[config.mk]
export PLATFORM = sky130hd
export DESIGN_NAME = clk_src_guard
export DESIGN_NICKNAME = d
export VERILOG_FILES = /design/src/rtl/clk_guard_pkg.sv /design/src/rtl/pll_lock_track.sv /design/src/rtl/clk_guard_rules.sv /design/src/rtl/clk_src_guard.sv
export SDC_FILE = /design/constraint.sdc
export NUM_CORES = 1
export LEC_CHECK = 0
export BUFFER_PORTS_ARGS = -buffer_cell sky130_fd_sc_hd__clkbuf_2
export CORE_MARGIN = 2
export CORE_UTILIZATION = 35
export CTS_CLUSTER_SIZE = 20
export DETAILED_ROUTE_END_ITERATION = 12
export HOLD_SLACK_MARGIN = 0.05
export PLACE_DENSITY = 0.54
export SETUP_SLACK_MARGIN = 0.2
export SLEW_MARGIN = 25
export SYNTH_ARGS = -nofsm -noshare
export SYNTH_HDL_FRONTEND = slang
export SYNTH_SLANG_ARGS = --single-unit
[constraint.sdc]
create_clock -name clk -period 3.1 [get_ports clk]
set_input_delay 0.155 -clock clk [delete_from_list [all_inputs] [get_ports clk]]
set_output_delay 0.155 -clock clk [all_outputs]
set_load 0.02 [all_outputs]
[src/rtl/clk_guard_pkg.sv]
package clk_guard_pkg;

  localparam int CODE_W = 5;
  localparam int RNG_W  = 2;

  typedef enum logic [2:0] {
    OP_CFG0 = 3'd0,
    OP_CFG1 = 3'd1,
    OP_OFF0 = 3'd2,
    OP_SEL  = 3'd3,
    OP_CLR  = 3'd4
  } op_e;

  typedef enum logic [2:0] {
    C_NONE     = 3'd0,
    C_SELECTED = 3'd1,
    C_OFF_BUSY = 3'd2,
    C_UNLOCKED = 3'd3,
    C_TGT_OFF  = 3'd4,
    C_HALF     = 3'd5
  } cause_e;

  typedef enum logic [1:0] {
    CL_OFF  = 2'd0,
    CL_FULL = 2'd1,
    CL_HALF = 2'd2
  } mclass_e;

  function automatic mclass_e classify(input logic [CODE_W-1:0] code,
                                       input logic [(1<<CODE_W)-1:0] half_mask);
    if (code == '0)           return CL_OFF;
    else if (half_mask[code]) return CL_HALF;
    else                      return CL_FULL;
  endfunction

endpackage

[src/rtl/pll_lock_track.sv]
module pll_lock_track #(
  parameter int LOCK_CYCLES = 64
) (
  input  logic clk,
  input  logic rst,
  input  logic reload,
  input  logic is_off,
  output logic locked
);
  localparam int CNT_W = $clog2(LOCK_CYCLES + 1);
  localparam logic [CNT_W-1:0] LOAD_V = CNT_W'(LOCK_CYCLES);

  logic [CNT_W-1:0] cnt_q;

  always_ff @(posedge clk) begin
    if (rst)              cnt_q <= '0;
    else if (reload)      cnt_q <= LOAD_V;
    else if (cnt_q != '0) cnt_q <= cnt_q - 1'b1;
  end

  assign locked = (cnt_q == '0) && !is_off;
endmodule

[src/rtl/clk_guard_rules.sv]
module clk_guard_rules
  import clk_guard_pkg::*;
(
  input  logic [2:0] op,
  input  logic       data_bit,
  input  logic       sel,
  input  logic [1:0] off,
  input  logic [1:0] lock,
  input  mclass_e    cls0,
  input  mclass_e    cls1,
  output logic       accept,
  output cause_e     cause
);
  logic tgt;
  assign tgt = data_bit;

  always_comb begin
    cause = C_NONE;
    case (op)
      OP_CFG0: if (sel == 1'b0) cause = C_SELECTED;
      OP_CFG1: if (sel == 1'b1) cause = C_SELECTED;
      OP_OFF0: if (sel == 1'b0) cause = C_OFF_BUSY;
      OP_SEL: begin
        if (tgt != sel) begin
          if (off[tgt])                             cause = C_TGT_OFF;
          else if (!lock[tgt])                      cause = C_UNLOCKED;
          else if (cls0 == CL_HALF && cls1 == CL_HALF) cause = C_HALF;
        end
      end
      default: cause = C_NONE;
    endcase
    accept = (cause == C_NONE);
  end
endmodule

[src/rtl/clk_src_guard.sv]
module clk_src_guard
  import clk_guard_pkg::*;
#(
  parameter int LOCK_CYCLES = 64,
  parameter logic [31:0] HALF_MASK = 32'h0000_2A80,
  parameter logic [4:0]  RST_CFG0  = 5'd12
) (
  input  logic       clk,
  input  logic       rst,
  input  logic       wr_valid,
  input  logic [2:0] wr_op,
  input  logic [6:0] wr_data,
  output logic       sel_o,
  output logic [4:0] cfg0_o,
  output logic [4:0] cfg1_o,
  output logic [1:0] rng0_o,
  output logic [1:0] rng1_o,
  output logic       off0_o,
  output logic       lock0_o,
  output logic       lock1_o,
  output logic       err_o,
  output logic [2:0] cause_o
);
  localparam int NSRC = 2;

  logic [NSRC-1:0][CODE_W-1:0] cfg_q;
  logic [NSRC-1:0][RNG_W-1:0]  rng_q;
  logic                        sel_q, off0_q, err_q;
  cause_e                      cause_q;

  mclass_e         cls [NSRC];
  logic [NSRC-1:0] off_w, lock_w, reload_w;
  logic            accept;
  cause_e          cause_w;
  logic            do_write;

  assign do_write = wr_valid && (wr_op != OP_CLR);

  generate
    for (genvar i = 0; i < NSRC; i++) begin : g_src
      assign cls[i] = classify(cfg_q[i], HALF_MASK);
      if (i == 0) begin : g_off0
        assign off_w[i]    = off0_q || (cls[i] == CL_OFF);
        assign reload_w[i] = do_write && accept &&
                             (wr_op == OP_CFG0 || wr_op == OP_OFF0);
      end else begin : g_offn
        assign off_w[i]    = (cls[i] == CL_OFF);
        assign reload_w[i] = do_write && accept && (wr_op == OP_CFG1);
      end
      pll_lock_track #(.LOCK_CYCLES(LOCK_CYCLES)) u_lock (
        .clk    (clk),
        .rst    (rst),
        .reload (reload_w[i]),
        .is_off (off_w[i]),
        .locked (lock_w[i])
      );
    end
  endgenerate

  clk_guard_rules u_rules (
    .op       (wr_op),
    .data_bit (wr_data[0]),
    .sel      (sel_q),
    .off      (off_w),
    .lock     (lock_w),
    .cls0     (cls[0]),
    .cls1     (cls[1]),
    .accept   (accept),
    .cause    (cause_w)
  );

  always_ff @(posedge clk) begin
    if (rst) begin
      sel_q   <= 1'b0;
      cfg_q   <= '{default: '0};
      cfg_q[0] <= RST_CFG0;
      rng_q   <= '{default: '0};
      off0_q  <= 1'b0;
      err_q   <= 1'b0;
      cause_q <= C_NONE;
    end else if (wr_valid) begin
      if (wr_op == OP_CLR) begin
        if (wr_data[0]) begin
          err_q   <= 1'b0;
          cause_q <= C_NONE;
        end
      end else if (!accept) begin
        err_q   <= 1'b1;
        cause_q <= cause_w;
      end else begin
        case (wr_op)
          OP_CFG0: begin
            cfg_q[0] <= wr_data[4:0];
            rng_q[0] <= wr_data[6:5];
          end
          OP_CFG1: begin
            cfg_q[1] <= wr_data[4:0];
            rng_q[1] <= wr_data[6:5];
          end
          OP_OFF0: off0_q <= wr_data[0];
          OP_SEL:  sel_q  <= wr_data[0];
          default: ;
        endcase
      end
    end
  end

  assign sel_o   = sel_q;
  assign cfg0_o  = cfg_q[0];
  assign cfg1_o  = cfg_q[1];
  assign rng0_o  = rng_q[0];
  assign rng1_o  = rng_q[1];
  assign off0_o  = off0_q;
  assign lock0_o = lock_w[0];
  assign lock1_o = lock_w[1];
  assign err_o   = err_q;
  assign cause_o = cause_q;
endmodule

==> results.sh <==
export IMPL_outcome="completed"
export IMPL_synth_edf_count=0
export IMPL_cap_violations=0
export IMPL_synth_common_cells="36 x dfxtp_1, 33 x nor2_1, 18 x nand2_1"
export IMPL_holdWs_ns=0.124
export IMPL_vias=1550
export IMPL_fin_skew_ns=0.00369
export IMPL_synth_top_area_share_pct=39.1
export IMPL_period_needed_ns=2.21
export IMPL_diodes=0
export IMPL_drt_iter0_drc=60
export IMPL_gp_congestion=0.781
export IMPL_synthArstFlopShare_pct=0
export IMPL_yosys_top_cells_area="dfxtp_1 39%, mux2i_1 8.1%, nor2_1 6.7%"
export IMPL_synth_warnings=0
export IMPL_cts_tree="built"
export IMPL_synthesis_area_mm2=0.00184
export IMPL_worstPathArrival_ns=2.38
export IMPL_grt_max_degree=28
export IMPL_final_nets=257
export IMPL_globalRouteTotalUtil_pct=14.0
export IMPL_start_util_pct=36.1
export IMPL_clk_pin_slew_ns=0.07
export IMPL_irDropWorstVdd_mv=0.260
export IMPL_core_mm2=0.00511
export IMPL_drive_gt1_share_pct=23.7
export IMPL_drc_errors=0
export IMPL_root_buffer="clkbuf_8"
export IMPL_row_count=26
export IMPL_synth_distinct_cells=47
export IMPL_cts_resized_gates=0
export IMPL_p_leak_nw=0.919
export IMPL_post_drt_wl_per_cell_um=12.4
export IMPL_utilization_pct=42.6
export IMPL_drv_slew=0
export IMPL_grt_pass1_vias=1441
export IMPL_drt_first_pass_iters=4
export IMPL_grt_pass1_wl_um=6790
export IMPL_io_pins=35
export IMPL_drtAntennaViolNets=0
export IMPL_ys_seq_elements=36
export IMPL_wirelength_um=3840
export IMPL_place_ws_ns=0.908
export IMPL_die_h_um=76.6
export IMPL_grt_overflow=0
export IMPL_synth_top_area_cell="dfxtp_1"
export IMPL_fmax_mhz=453
export IMPL_io_buffers=34
export IMPL_area_growth_syn_to_layout_pct=18.1
export IMPL_holdBufCountCts=0
export IMPL_slew_limit_headroom_pct=62.4
export IMPL_htreeDepth=2
export IMPL_yosysMostFrequentCell="dfxtp_1"
export IMPL_numCtsBuffers=5
export IMPL_postCtsSetupRepairBufs=0
export IMPL_seq_area_um2=721
export IMPL_synth_nets=221
export IMPL_fin_crit_sh_pct=71.1
export IMPL_setup_tns_ns=0
export IMPL_hold_violations=0
export IMPL_setup_viol=0
export IMPL_cp_start_kind="flip-flop"
export IMPL_antenna_found_initial=0
export IMPL_finalWorstSetupSlack_ns=0.895
export IMPL_hold_class="primary input to flip-flop"
export IMPL_crit_required_ns=3.27
export IMPL_multiInputGateArea_mm2=0.00108
export IMPL_yosysSeqAreaShare_pct=39.1
export IMPL_postSynthCellCount=204
export IMPL_synth_ff_type="dfxtp_1"
export IMPL_avgSynthCellArea_um2=9.03
export IMPL_dp_hpwl_um=2850
export IMPL_crit_fanout=5
export IMPL_die_area_mm2=0.00586
export IMPL_powerDensity_mw_per_mm2=726
export IMPL_worst_slew_pin_slew_ns=0.560
export IMPL_clk_path_buf_depth=2
export IMPL_via_per_inst=4.98
export IMPL_rsz0062_at_grt="false"
export IMPL_clk_latency_ns=0.28
export IMPL_crit_type="flip-flop to flip-flop"
export IMPL_cp_end_kind="flip-flop"
export IMPL_cts_sinks=36
export IMPL_die_w_um=76.6
export IMPL_nFillCells=538
-- metrics by stage --
| step | instances | power [mW] | instance area, µm² |
|---|---|---|---|
| after floorplan | 204 | 1.14 | 1840 |
| after global placement | 303 | 1.27 | 2090 |
| after detailed placement | 303 | 1.27 | 2090 |
| after CTS | 311 | 1.60 | 2180 |
| after global routing | 311 | 1.72 | 2180 |
| final | 311 | 1.58 | 2180 |
-- routing by layer --
layer | up-vias | wire length, µm | part of all wire [%] | global-route usage (%)
met5 | - | 0 | 0 | 0
met4 | 0 | 55 | 1.4 | 5.45
met3 | 7 | 167 | 4.3 | 3.08
met2 | 34 | 1620 | 42 | 20.4
met1 | 717 | 2000 | 52 | 20.1
li1 | 792 | - | - | -
-- logic make-up (layout without fill, tap and decap cells) --
group | count (synthesis) | after routing | synth area share (%)
mux | 16 | 16 | 8.96
flops | 36 | 36 | 39.1
simple gates | 98 | 98 | 29.0
xor+xnor | 15 | 15 | 7.13
fa+ha+maj | 4 | 4 | 2.72
compound gates | 22 | 22 | 10.3
buf+inv | 13 | 50 | 2.85
-- report_power, final --
group | switching (mW) | leakage (nW) | internal (mW)
combinational | 0.338 | 0.583 | 0.280
sequential | 0.0786 | 0.294 | 0.557
clock | 0.166 | 0.0424 | 0.160
-- cell type report --
class	count	share of cell area, %
clock inverter	1	0.402
multi-input combinational	155	49.4
sequential	36	33.1
timing repair buffer	36	8.51
inverter	6	1.03
clock buffer	7	3.51
tap	70	4.02
-- worst paths after layout --
| kind | start | to | slack [ns] | cells past startpoint |
|---|---|---|---|---|
| worst max-delay path | cfg0_o[1]$_SDFFE_PP0N_ | cause_o[1]$_SDFFE_PP0P_ | 0.89 | 6 |
| worst min-delay path | wr_data[6] | rng0_o[1]$_SDFFE_PP0N_ | 0.12 | 3 |
| worst max register to register | cfg0_o[1]$_SDFFE_PP0N_ | cause_o[1]$_SDFFE_PP0P_ | 0.89 | 6 |
| worst min register to register | err_o$_SDFFE_PP0P_ | err_o$_SDFFE_PP0P_ | 0.50 | 1 |
-- critical path: stages, from the launching register on --
cell     delay (ns)
dfxtp_1        0.34
or4_4          0.55
nor2_4         0.17
nor3_2         0.08
o21a_4         0.24
o41ai_4        0.40
mux2_4         0.33
-- state kept, by name, indices dropped and copies added, names as in the netlist, named ones only --
name                cells
rng1_o                  2
sel_o                   1
rng0_o                  2
cause_o                 3
off0_o                  1
err_o                   1
cfg1_o                  5
cfg0_o                  5
g_src.u_lock.cnt_q     14
-- layout by cell type (no fill, tap or decap), types with 2 or more instances in the layout --
cell type  instances
nand3_1            3
clkbuf_1           2
o31ai_1            2
nor3_1            11
o21a_1             2
clkbuf_2          34
xnor2_1            8
clkbuf_8           5
nand4_1            3
nor4_1             2
or3_1              5
a21oi_1            4
dfxtp_1           36
mux2i_1           15
nor2b_1            2
or4_4              2
nand2b_1           3
o21ai_0            2
ha_1               4
nor4b_2            2
nor4b_1            2
nand3b_1           2
a211oi_1           2
buf_4              2
nand2_1           18
inv_1              5
nor2_4             2
xor2_1             7
nor2_1            33
Note: power is estimated with default switching activity, not from simulation.
